===== config.mk =====
export PLATFORM = sky130hd
export DESIGN_NAME = addr_update_gen
export DESIGN_NICKNAME = d
export VERILOG_FILES = /design/src/rtl/agu_pkg.sv /design/src/rtl/agu_regbank.sv /design/src/rtl/agu_ea_calc.sv /design/src/rtl/addr_update_gen.sv
export SDC_FILE = /design/constraint.sdc
export NUM_CORES = 1
export LEC_CHECK = 0
export ABC_AREA = 1
export BUFFER_PORTS_ARGS = -buffer_cell sky130_fd_sc_hd__clkbuf_2
export CAP_MARGIN = 20
export CELL_PAD_IN_SITES_DETAIL_PLACEMENT = 0
export CELL_PAD_IN_SITES_GLOBAL_PLACEMENT = 1
export CORE_ASPECT_RATIO = 0.6
export CORE_MARGIN = 8
export CORE_UTILIZATION = 45
export DETAILED_ROUTE_END_ITERATION = 10
export PLACE_DENSITY = 0.84
export SETUP_SLACK_MARGIN = 0.2
export SYNTH_ARGS = -nofsm -noshare
export SYNTH_HDL_FRONTEND = slang
export SYNTH_HIERARCHICAL = 1
export SYNTH_SLANG_ARGS = --single-unit

===== constraint.sdc =====
create_clock -name clk -period 8.6 [get_ports clk]
set_input_delay 1.72 -clock clk [delete_from_list [all_inputs] [get_ports clk]]
set_output_delay 1.72 -clock clk [all_outputs]
set_load 0.02 [all_outputs]

===== src/rtl/agu_pkg.sv =====
// Package: shared mode encoding for the address register update generator.
// Assumes: a 3-bit mode field; all eight codes are meaningful.
package agu_pkg;
    typedef enum logic [2:0] {
        AM_POST_SUB = 3'd0,
        AM_POST_ADD = 3'd1,
        AM_POST_DEC = 3'd2,
        AM_POST_INC = 3'd3,
        AM_INDIRECT = 3'd4,
        AM_INDEXED  = 3'd5,
        AM_ABSOLUTE = 3'd6,
        AM_PRE_DEC  = 3'd7
    } agu_mode_e;
endpackage


===== src/rtl/agu_regbank.sv =====
// Module: agu_regbank
// Holds the address and offset register banks. Has two write paths: the
// direct load port and the step update port, which only reaches the address
// bank. Assumes a synchronous active-low reset; on a same-register collision
// the load has priority.
module agu_regbank #(
    parameter int AW    = 16,
    parameter int NREGS = 8,
    localparam int IDXW = $clog2(NREGS)
) (
    input  logic                      clk,
    input  logic                      rst_n,
    input  logic                      ld_en,
    input  logic                      ld_off,
    input  logic [IDXW-1:0]           ld_idx,
    input  logic [AW-1:0]             ld_data,
    input  logic                      up_en,
    input  logic [IDXW-1:0]           up_idx,
    input  logic [AW-1:0]             up_data,
    output logic [NREGS-1:0][AW-1:0]  r_q,
    output logic [NREGS-1:0][AW-1:0]  n_q
);

    // Address bank: reset, then load (priority), then step update.
    always_ff @(posedge clk) begin
        for (int i = 0; i < NREGS; i++) begin
            if (!rst_n)
                r_q[i] <= '0;
            else if (ld_en && !ld_off && ld_idx == IDXW'(i))
                r_q[i] <= ld_data;
            else if (up_en && up_idx == IDXW'(i))
                r_q[i] <= up_data;
        end
    end

    // Offset bank: reset or direct load only.
    always_ff @(posedge clk) begin
        for (int i = 0; i < NREGS; i++) begin
            if (!rst_n)
                n_q[i] <= '0;
            else if (ld_en && ld_off && ld_idx == IDXW'(i))
                n_q[i] <= ld_data;
        end
    end


    load_addr_chk: assert property (@(posedge clk) disable iff (!rst_n)
        ld_en && !ld_off |=> r_q[$past(ld_idx)] == $past(ld_data));


    load_off_chk: assert property (@(posedge clk) disable iff (!rst_n)
        ld_en && ld_off |=> n_q[$past(ld_idx)] == $past(ld_data));


    off_hold_chk: assert property (@(posedge clk) disable iff (!rst_n)
        !(ld_en && ld_off) |=> $stable(n_q));

endmodule


===== src/rtl/agu_ea_calc.sv =====
// Module: agu_ea_calc
// Pure combinational datapath. From the selected address/offset pair it
// forms the effective address, the write-back value and a write-back flag
// for each mode. Assumes wrap-around arithmetic at AW bits.
module agu_ea_calc
    import agu_pkg::*;
#(
    parameter int AW = 16
) (
    input  logic [2:0]    mode,
    input  logic [AW-1:0] r_cur,
    input  logic [AW-1:0] n_cur,
    input  logic [AW-1:0] ext_word,
    output logic [AW-1:0] ea,
    output logic [AW-1:0] r_next,
    output logic          wb,
    output logic          ext_needed
);

    agu_mode_e md;
    logic [AW-1:0] r_plus_n, r_minus_n, r_inc, r_dec;

    // Shared adders for all modes.
    always_comb begin
        md        = agu_mode_e'(mode);
        r_plus_n  = r_cur + n_cur;
        r_minus_n = r_cur - n_cur;
        r_inc     = r_cur + AW'(1);
        r_dec     = r_cur - AW'(1);
    end

    // Per-mode selection of address, write-back value and flags.
    always_comb begin
        ea         = r_cur;
        r_next     = r_cur;
        wb         = 1'b0;
        ext_needed = 1'b0;
        unique case (md)
            AM_POST_SUB: begin r_next = r_minus_n; wb = 1'b1; end
            AM_POST_ADD: begin r_next = r_plus_n;  wb = 1'b1; end
            AM_POST_DEC: begin r_next = r_dec;     wb = 1'b1; end
            AM_POST_INC: begin r_next = r_inc;     wb = 1'b1; end
            AM_INDIRECT: ;
            AM_INDEXED:  ea = r_plus_n;
            AM_ABSOLUTE: begin ea = ext_word; ext_needed = 1'b1; end
            AM_PRE_DEC:  begin ea = r_dec; r_next = r_dec; wb = 1'b1; end
            default: ;
        endcase
    end

endmodule


===== src/rtl/addr_update_gen.sv =====
// Module: addr_update_gen (top)
// Selects one address/offset pair by reg_sel, drives the effective address
// combinationally and commits the address update whenever step_en is high,
// with no condition qualifier. Assumes mode and reg_sel are held across the
// sampling edge.
module addr_update_gen #(
    parameter int AW    = 16,
    parameter int NREGS = 8,
    localparam int IDXW = $clog2(NREGS)
) (
    input  logic            clk,
    input  logic            rst_n,
    input  logic [2:0]      mode,
    input  logic [IDXW-1:0] reg_sel,
    input  logic [AW-1:0]   ext_word,
    input  logic            step_en,
    input  logic            ld_en,
    input  logic            ld_off,
    input  logic [IDXW-1:0] ld_idx,
    input  logic [AW-1:0]   ld_data,
    output logic [AW-1:0]   ea,
    output logic            ext_needed
);

    logic [NREGS-1:0][AW-1:0] r_q, n_q;
    logic [AW-1:0] r_cur, n_cur, r_next;
    logic          wb, up_en, ld_hits_sel;

    // Read the selected pair and qualify the write-back with the step strobe.
    always_comb begin
        r_cur       = r_q[reg_sel];
        n_cur       = n_q[reg_sel];
        up_en       = step_en && wb;
        ld_hits_sel = ld_en && !ld_off && (ld_idx == reg_sel);
    end

    agu_regbank #(.AW(AW), .NREGS(NREGS)) u_bank (
        .clk     (clk),
        .rst_n   (rst_n),
        .ld_en   (ld_en),
        .ld_off  (ld_off),
        .ld_idx  (ld_idx),
        .ld_data (ld_data),
        .up_en   (up_en),
        .up_idx  (reg_sel),
        .up_data (r_next),
        .r_q     (r_q),
        .n_q     (n_q)
    );

    agu_ea_calc #(.AW(AW)) u_calc (
        .mode       (mode),
        .r_cur      (r_cur),
        .n_cur      (n_cur),
        .ext_word   (ext_word),
        .ea         (ea),
        .r_next     (r_next),
        .wb         (wb),
        .ext_needed (ext_needed)
    );


    reset_clear_chk: assert property (@(posedge clk)
        !rst_n |=> (r_q == '0) && (n_q == '0));


    post_add_chk: assert property (@(posedge clk) disable iff (!rst_n)
        step_en && mode == 3'd1 && !ld_hits_sel
        |=> r_q[$past(reg_sel)] == $past(r_cur) + $past(n_cur));


    pre_dec_chk: assert property (@(posedge clk) disable iff (!rst_n)
        step_en && mode == 3'd7 && !ld_hits_sel
        |=> r_q[$past(reg_sel)] == $past(ea));


    no_update_chk: assert property (@(posedge clk) disable iff (!rst_n)
        step_en && mode inside {3'd4, 3'd5, 3'd6} && !ld_en
        |=> $stable(r_q));


    idle_hold_chk: assert property (@(posedge clk) disable iff (!rst_n)
        !step_en && !ld_en |=> $stable(r_q));


    load_wins_chk: assert property (@(posedge clk) disable iff (!rst_n)
        step_en && ld_hits_sel |=> r_q[$past(reg_sel)] == $past(ld_data));

endmodule


==> flow_summary_export.csv, run 1 <==
group,metric,value,unit
timing,maxSlewViolCount,0,
finish,final_layout_size_suffix_gt1_share,6.082,%
clock_tree,cts_post_setup_buffers_inserted,0,
timing,layout_worst_path_cycle_share,85.93,%
timing,slew-limit-headroom,25.84,%
floorplanning,die_x,270.0,um
placed_design,gp_congestion,0.9197,
finish,multiInputGateArea,9879,um2
logic_synthesis,avgSynthCellArea,5.853,um2
timing,holdWs,0.4467,ns
clock_tree,htree_levels,1,
run,max-cap-violations,0,
floorplanning,initial_standard_cell_utilization_of_the_core,45.94,%
logic_synthesis,yosysTopAreaCellShare,29.42,%
global_route,grt.total_usage,27.38,%
route,drt_iter0_drc,2430,
global_route,pin_count_of_the_biggest_net_entering_global_routing,113,
logic_synthesis,synth_edf_count,0,
floorplanning,placement_rows,55,
logic_synthesis,yosysMostFrequentCell,"nand2_1",
route,post_drt_wl_per_cell,19.01,um
clock_tree,clock_insertion_delay_worst_skew,0.55,ns
logic_synthesis,ranking_of_synthesized_cells_by_instance_count,"nand2_1 (1038), nand3_1 (414), inv_1 (371)",
global_route,antenna_found_initial,0,
clock_tree,cts_tree,"done",
route,vias,19120,
timing,setup_repair_after_global_routing_missed_its_margin,"no",
floorplanning,die_extent_in_y,168.4,um
logic_synthesis,synth.distinct_cells,38,
critical_path,timing.critical_path.mode_cell,"nand2_1",
logic_synthesis,yosys_warnings,6,
critical_path,worst_path_max_delay_cell,"inv_4",
timing,setup-tns-final,0,ns
clock_tree,root_buffer,"clkbuf_16",
timing,final_critical_path_setup_slack,1.210,ns
finish,fin_nets,2975,
critical_path,startpoint_type,"input pin",
logic_synthesis,synth-async-reset-ratio,0,%
route,drc,0,
critical_path,worst_setup_path_end_kind,"output pin",
logic_synthesis,register_bit_count_reported_by_yosys,256,
route,drt-vias-per-instance,5.583,
placed_design,dpl.hpwl,43.83,mm
finish,final.fill_count,3990,
finish,syn2layout_area_growth,6.831,%
global_route,overflow,0,
finish,final_cell_area,18610,um2
floorplanning,design.core.area,37920,um2
clock_tree,cts-buffers-inserted,26,
critical_path,critical_path_fanout_max,84,
placed_design,postPlaceCellArea,17720,um2
route,route.antenna.remaining_nets,0,
logic_synthesis,syn_area,17420,um2
power_and_ir_drop,totalPowerFinal,3218,uW
placed_design,portBuffers,62,
timing,min_period,7.390,ns
global_route,grt_pass1_vias,17020,
power_and_ir_drop,power.density,172.9,nW/um2
timing,finClkSkew,0.01295,ns
route,drtPass1Iterations,6,
logic_synthesis,syn-num-nets,3056,
clock_tree,clock_sinks,256,
critical_path,timing.critical_path.arrival,5.67,ns
critical_path,cp_cell_sequence,"buf_4 -> inv_4 -> buf_12 -> nand2_1 -> nand3_1 -> nand2_1 -> nand2_1 -> nand2_1 -> ha_1 -> nand2_1 -> nor3_1 -> nand3_1 -> nand3_1 -> nand3_1 -> nand4_1 -> clkbuf_2",
finish,ff_latch_area,5125,um2
logic_synthesis,cell_type_with_the_largest_total_area_after_synthesis,"dfxtp_1",
floorplanning,floorplan.die_area,45470,um2
logic_synthesis,netlist_instances,2976,
global_route,grt_first_pass_wirelength,100.9,mm
logic_synthesis,ys_seq_area_share,29.42,%
clock_tree,cts_hold_buffers,0,
status,outcome,"complete, no violations",
power_and_ir_drop,cellLeakagePower,0.008436,uW
critical_path,timing_worst_setup_path_type,"input pin to output pin",
clock_tree,cts.repair.resized,0,
critical_path,critical_path.max_stage_delay,0.76,ns
timing,report.final.setup_viol,0,
power_and_ir_drop,vdd_ir_drop_max,0.1099,mV
timing,timing.final.hold_violations,0,
critical_path,cp_data_required_time,6.88,ns
clock_tree,ctsLongestPathBuffers,3,
route,finalWirelength,65.10,mm
placed_design,place_ws,1.324,ns
clock_tree,clk_transition_reported_paths,0.07,ns
floorplanning,boundaryPins,63,
logic_synthesis,synth_top_cells_by_area,"dfxtp_1 (29%), nand2_1 (22%), nand3_1 (12%), a21oi_1 (8.4%), inv_1 (8.0%)",
timing,timing_worst_slew_pin_value,1.110,ns
timing,clock.fmax,135.3,MHz
worst_hold_path,class_of_the_worst_hold_path,"flop to flop",
logic_synthesis,postSynth.topFlopCell,"dfxtp_1",
## layout make-up
class                   count  area share (%)
multi-input cells        2127           53.09
flip-flops and latches    256           27.54
inverters                 380           7.692
clock buffers              39           4.250
repair buffers            104           3.718
well taps                 513           3.449
clock inverters             4          0.2421
diodes                      1         0.01345
## layer usage
layer | vias up | part of all wire (%) | GRT usage [%]
met5 | - | 0 | 0
met4 | 0 | 2.6 | 7.795
li1 | 9286 | - | -
met1 | 8797 | 48 | 42.53
met2 | 929 | 39 | 37.73
met3 | 104 | 10 | 4.457
## final timing paths
path                       start             end  slack, ns  cells past startpoint
setup / recovery      reg_sel[0]          ea[14]       1.21                     16
hold / removal    u_bank/n_q[78]  u_bank/n_q[78]       0.45                      2
setup reg to reg  u_bank/n_q[49]  u_bank/r_q[91]       3.95                     28
hold reg to reg   u_bank/n_q[78]  u_bank/n_q[78]       0.45                      2
## layout by cell type (no fill, tap or decap), types with 15 or more instances in the layout
master,synthesis,layout
a21oi_1,294,294
buf_4,9,38
clkbuf_16,0,27
clkbuf_2,0,61
dfxtp_1,256,256
ha_1,32,32
inv_1,371,371
nand2_1,1038,1038
nand3_1,414,414
nand4_1,51,51
nor2_1,65,62
nor2_2,14,15
o21ai_0,126,126
xor2_1,20,20
## through the flow
step	utilization (%)	std cells
after floorplan	-	2976
after global placement	46.63	3375
after global routing	49.07	3423
after detailed placement	46.73	3377
after CTS	48.94	3420
final	49.07	3424
## state kept, by name (all words and copies together) (netlist names)
signal and count:
u_bank/r_q 128, u_bank/n_q 128
## kinds of logic after synthesis
| group | synth area share (%) |
|---|---|
| xor+xnor | 1.307 |
| simple gates | 39.32 |
| fa+ha+maj | 2.529 |
| compound gates | 13.46 |
| buf+inv | 13.96 |
| flops | 29.42 |
## where the power goes
group / internal, uW / switching [uW]
Sequential: 1220 / 17.4
Combinational: 221 / 592
Clock: 659 / 509
## worst max-delay path: cells and delay by family
family,cells,cell delay [ns]
adder cells (fa/ha/maj),1,0.52
buffers and inverters,4,1.48
AND/OR/NAND/NOR,11,1.87
No activity file was read; power rests on OpenSTA's default activity.
==> run 2, diff against run 1 <==
--- a/config.mk
+++ b/config.mk
@@ -15,6 +15,7 @@
 export CORE_UTILIZATION = 45
 export DETAILED_ROUTE_END_ITERATION = 10
 export PLACE_DENSITY = 0.84
+export RECOVER_POWER = 50
 export SETUP_SLACK_MARGIN = 0.2
 export SYNTH_ARGS = -nofsm -noshare
 export SYNTH_HDL_FRONTEND = slang
==> run 2 against run 1 <==
Against the previous run: the flow now finishes with violations (capacitance limit, slew limit); total power down 0.19%; fmax up 0.67%; via count about the same; die area unchanged; clock-buffer cell count unchanged; routed wire length down 0.14%; clock power about the same; final cell count about the same; global-route usage unchanged.
==> flow_summary_export.csv, run 2 (same netlist as run 1, synthesis figures left out) <==
group,metric,value,unit
route,drc,0,
run,max-cap-violations,7,
timing,layout_worst_path_cycle_share,85.36,%
finish,ff_latch_area,5125,um2
critical_path,cp_cell_sequence,"buf_4 -> inv_4 -> buf_12 -> nand2_1 -> nand3_1 -> nand2_1 -> nand2_1 -> nand2_1 -> ha_1 -> nand2_1 -> nor3_1 -> nand3_1 -> nand3_1 -> nand3_1 -> nand4_1 -> clkbuf_2",
power_and_ir_drop,cellLeakagePower,0.008391,uW
timing,timing.final.hold_violations,0,
global_route,grt_pass1_vias,17020,
finish,fin_nets,2975,
route,route.antenna.remaining_nets,0,
clock_tree,cts_hold_buffers,0,
timing,setup-tns-final,0,ns
global_route,antenna_found_initial,0,
clock_tree,clock_insertion_delay_worst_skew,0.55,ns
timing,timing_worst_slew_pin_value,1.801,ns
power_and_ir_drop,power.density,173.2,nW/um2
floorplanning,die_x,270.0,um
timing,setup_repair_after_global_routing_missed_its_margin,"no",
worst_hold_path,class_of_the_worst_hold_path,"flop to flop",
clock_tree,cts_tree,"done",
clock_tree,htree_levels,1,
floorplanning,initial_standard_cell_utilization_of_the_core,45.94,%
floorplanning,design.core.area,37920,um2
finish,mostFrequentLayoutCells,"nand2_1 (1038), nand3_1 (414), inv_1 (372)",
critical_path,timing.critical_path.mode_cell,"nand2_1",
timing,holdWs,0.4463,ns
route,post_drt_wl_per_cell,18.99,um
finish,final.fill_count,4003,
global_route,pin_count_of_the_biggest_net_entering_global_routing,113,
clock_tree,ctsLongestPathBuffers,3,
timing,slew-limit-headroom,-20.50,%
clock_tree,clock_sinks,256,
clock_tree,clk_transition_reported_paths,0.06,ns
clock_tree,root_buffer,"clkbuf_16",
route,drtPass1Iterations,6,
critical_path,timing_worst_setup_path_type,"input pin to output pin",
finish,multiInputGateArea,9877,um2
route,drt_iter0_drc,2455,
clock_tree,cts-buffers-inserted,26,
finish,final_layout_size_suffix_gt1_share,5.670,%
finish,syn2layout_area_growth,6.487,%
placed_design,dpl.hpwl,43.83,mm
placed_design,portBuffers,62,
floorplanning,die_extent_in_y,168.4,um
timing,min_period,7.341,ns
global_route,grt_first_pass_wirelength,100.9,mm
floorplanning,boundaryPins,63,
finish,largest_registers,"u_bank/n_q: 128 flops, u_bank/r_q: 128 flops",
critical_path,critical_path.max_stage_delay,0.75,ns
floorplanning,placement_rows,55,
timing,finClkSkew,0.009516,ns
route,finalWirelength,65.01,mm
clock_tree,cts.repair.resized,0,
critical_path,timing.critical_path.arrival,5.62,ns
finish,final_common_cell,"nand2_1",
critical_path,worst_path_max_delay_cell,"inv_4",
power_and_ir_drop,vdd_ir_drop_max,0.1106,mV
global_route,overflow,0,
critical_path,critical_path_fanout_max,84,
critical_path,startpoint_type,"input pin",
global_route,grt.total_usage,27.38,%
placed_design,gp_congestion,0.9197,
critical_path,cpLargestDelayFamily,"simple AND/OR/NAND/NOR gates",
status,outcome,"finished with violations",
timing,clock.fmax,136.2,MHz
status,violations_in_the_final_reports,"capacitance limit, slew limit",
route,drt-vias-per-instance,5.580,
critical_path,worst_setup_path_end_kind,"output pin",
route,vias,19100,
clock_tree,cts_post_setup_buffers_inserted,0,
timing,maxSlewViolCount,217,
timing,report.final.setup_viol,0,
floorplanning,floorplan.die_area,45470,um2
finish,antenna_cells,0,
critical_path,cp.buffers_inverters,4,
critical_path,cp_data_required_time,6.88,ns
run 2: final cells by class:
| type | instances | area share (%) |
|---|---|---|
| Clock inverter | 4 | 0.2428 |
| Clock buffer | 39 | 4.263 |
| Inverter | 380 | 7.717 |
| Sequential cell | 256 | 27.63 |
| Tap cell | 513 | 3.461 |
| Multi-Input combinational cell | 2127 | 53.25 |
| Timing Repair Buffer | 104 | 3.434 |
run 2: path summary, 6_finish.rpt:
check                                     from              to  slack [ns]  depth (start not counted)
worst min register to register  u_bank/n_q[78]  u_bank/n_q[78]        0.45                          2
worst min-delay path            u_bank/n_q[78]  u_bank/n_q[78]        0.45                          2
worst max register to register  u_bank/n_q[49]  u_bank/r_q[91]        3.95                         28
worst max-delay path                reg_sel[0]          ea[14]        1.26                         16
run 2: per-layer routing:
metal / vias up / wire (um) / global-route usage (%)
li1: 9285 / - / -
met1: 8774 / 31310 / 42.53
met2: 948 / 25340 / 37.73
met3: 95 / 6710 / 4.457
met4: 0 / 1654 / 7.795
met5: - / 0 / 0
run 2: power breakdown:
part	switching, uW	internal, uW	total (uW)
logic	591	219	810
registers	17.5	1220	1240
clock network	505	659	1160
total	1110	2100	3210
run 2: worst reg2reg max path: cells and delay by family, from the launching register on:
kind                       cells  cell delay (ns)
and+or+nand+nor               18             2.79
AOI/OAI and AO/OA              4             0.56
adders and majority gates      2             0.52
buffers and inverters          4             0.32
DFF                            1             0.31
run 2: stage by stage:
| step | area [um2] | std cells | setup WS, ns | util [%] | total power (uW) |
|---|---|---|---|---|---|
| floorplan | 17420 | 2976 | 3.021 | - | 1807 |
| global placement | 17680 | 3375 | 1.172 | 46.63 | 2045 |
| detailed placement | 17720 | 3377 | 1.324 | 46.73 | 2048 |
| CTS | 18560 | 3420 | 1.313 | 48.94 | 3205 |
| global route | 18550 | 3423 | 0.9933 | 48.92 | 3353 |
| finish | 18550 | 3423 | 1.259 | 48.92 | 3212 |
==> run 3, diff against run 2 <==
==> constraint.sdc (replaced) <==
create_clock -name clk -period 8.8 [get_ports clk]
set_input_delay 1.76 -clock clk [delete_from_list [all_inputs] [get_ports clk]]
set_output_delay 1.76 -clock clk [all_outputs]
set_load 0.02 [all_outputs]
==> run 3 against run 2 <==
Against the previous run: the flow still finishes with violations (capacitance limit, slew limit); design area barely moved; combinational power fell by 2%; setup slack improved by 0.095 ns; global-route usage fell by 0.17 points; first-iteration DRC count fell by 0.57%.
==> flow_summary_export.csv, run 3 (same netlist as run 1, synthesis figures left out) <==
group,metric,value,unit
status,outcome,"finished with violations",
status,violations_in_the_final_reports,"capacitance limit, slew limit",
placed_design,portBuffers,62,
floorplanning,floorplan.die_area,45470,um2
finish,mostFrequentLayoutCells,"nand2_1 (1038), nand3_1 (414), inv_1 (372)",
critical_path,cp_data_required_time,7.04,ns
critical_path,cp_cell_sequence,"buf_4 -> inv_4 -> buf_4 -> nand2_1 -> nand3_1 -> nand2_1 -> nand2_1 -> nand2_1 -> ha_1 -> nand2_1 -> nor3_1 -> nand3_1 -> nand3_1 -> nand3_1 -> nand4_1 -> clkbuf_2",
global_route,grt_util_met1,42.20,%
critical_path,worst_r2r_path_depth,28,
route,drt_iter0_drc,2441,
global_route,pin_count_of_the_biggest_net_entering_global_routing,114,
run,max-cap-violations,6,
timing,final_critical_path_setup_slack,1.354,ns
critical_path,critical_path.max_stage_delay,0.76,ns
placed_design,dpl.hpwl,43.84,mm
clock_tree,cts_tree,"done",
floorplanning,placement_rows,55,
finish,antenna_cells,0,
floorplanning,initial_standard_cell_utilization_of_the_core,45.94,%
floorplanning,boundaryPins,63,
floorplanning,die_extent_in_y,168.4,um
critical_path,critical_path_fanout_max,87,
clock_tree,cts_post_setup_buffers_inserted,0,
worst_hold_path,class_of_the_worst_hold_path,"flop to flop",
clock_tree,clock_sinks,256,
timing,layout_worst_path_cycle_share,84.61,%
critical_path,setup.reg_to_reg.worst_slack,4.01,ns
finish,final.fill_count,4003,
clock_tree,cts-buffers-inserted,25,
route,vias,19050,
critical_path,startpoint_type,"input pin",
global_route,gr-usage-met2,37.13,%
global_route,overflow,0,
clock_tree,root_buffer,"clkbuf_16",
timing,setup_repair_after_global_routing_missed_its_margin,"no",
timing,timing_worst_slew_pin_value,1.679,ns
clock_tree,cts.repair.resized,0,
timing,holdWs,0.4482,ns
clock_tree,cts_hold_buffers,0,
route,post_drt_wl_per_cell,18.86,um
timing,clock.fmax,134.3,MHz
clock_tree,clk_transition_reported_paths,0.06,ns
global_route,grt_pass1_vias,17070,
finish,largest_registers,"u_bank/n_q: 128 flops, u_bank/r_q: 128 flops",
finish,multiInputGateArea,9882,um2
finish,syn2layout_area_growth,6.508,%
placed_design,place_ws,1.542,ns
timing,maxSlewViolCount,198,
timing,report.final.setup_viol,0,
power_and_ir_drop,power.density,169.3,nW/um2
worst_hold_path,cell_count_of_the_worst_hold_path,2,
power_and_ir_drop,cellLeakagePower,0.008390,uW
route,finalWirelength,64.59,mm
timing,setup-tns-final,0,ns
critical_path,timing.critical_path.mode_cell,"nand2_1",
floorplanning,die_x,270.0,um
clock_tree,clock_insertion_delay_worst_skew,0.56,ns
critical_path,timing_worst_setup_path_type,"input pin to output pin",
timing,timing.final.hold_violations,0,
route,drtPass1Iterations,6,
timing,slew-limit-headroom,-11.94,%
finish,fin_nets,2973,
global_route,gr-max-usage-layer,"met1",
route,route.antenna.remaining_nets,0,
critical_path,worst_setup_path_end_kind,"output pin",
route,drc,0,
finish,utilization,48.93,%
route,drt-vias-per-instance,5.564,
finish,final_layout_size_suffix_gt1_share,5.703,%
power_and_ir_drop,vdd_ir_drop_max,0.1134,mV
clock_tree,ctsLongestPathBuffers,3,
finish,final_common_cell,"nand2_1",
timing,finClkSkew,0.01945,ns
finish,final-instance-count-excl-fill,3424,
critical_path,timing.critical_path.arrival,5.69,ns
timing,min_period,7.446,ns
global_route,grt.total_usage,27.21,%
global_route,antenna_found_initial,0,
floorplanning,design.core.area,37920,um2
placed_design,place_inst,3376,
global_route,grt_first_pass_wirelength,100.3,mm
critical_path,worst_path_max_delay_cell,"inv_4",
global_route,globalRouteMet3Util,4.952,%
placed_design,gp_congestion,0.9438,
finish,ff_latch_area,5125,um2
clock_tree,htree_levels,1,
[run 3: cell count changes in the layout (fill, tap and decap cells not counted), sizes merged]
cell,before,now
buf,34,33
bufinv,1,2
clkbuf,109,107
clkinv,3,5
inv,380,381
[run 3: layer usage]
metal / routed length, um / vias up
met4: 1760 / 0
met3: 7111 / 98
li1: - / 9299
met2: 24690 / 958
met5: 0 / -
met1: 31030 / 8695
[run 3: path summary, 6_finish.rpt]
| kind | start | endpoint |
|---|---|---|
| max reg2reg | u_bank/n_q[49] | u_bank/r_q[91] |
| max | reg_sel[0] | ea[14] |
| min | u_bank/n_q[15] | u_bank/n_q[15] |
| min reg2reg | u_bank/n_q[15] | u_bank/n_q[15] |
[run 3: final cells by class]
type	count	share of cell area, %
clock inverters	8	0.5058
clock buffers	37	3.993
flip-flops and latches	256	27.63
inverters	380	7.716
well taps	513	3.460
multi-input cells	2127	53.27
repair buffers	103	3.433
[run 3: report_power, final]
part	switching (uW)	total (uW)	internal [uW]	leakage, uW
combinational	577	790	213	0.00590
clock	499	1140	641	0.000417
sequential	17.4	1210	1190	0.00207
total	1090	3140	2050	0.00839
[run 3: worst max-delay path: cells and delay by family]
kind / cells / cell delay [ns]
and+or+nand+nor: 11 / 1.80
buffers and inverters: 4 / 1.61
adders and majority gates: 1 / 0.44
[run 3: per-stage QoR]
stage | cell area [um2] | total power [uW]
2_1_floorplan | 17420 | 1766
3_3_place_gp | 17680 | 1997
3_5_place_dp | 17700 | 2001
4_1_cts | 18540 | 3133
5_1_grt | 18550 | 3281
6_report | 18550 | 3140
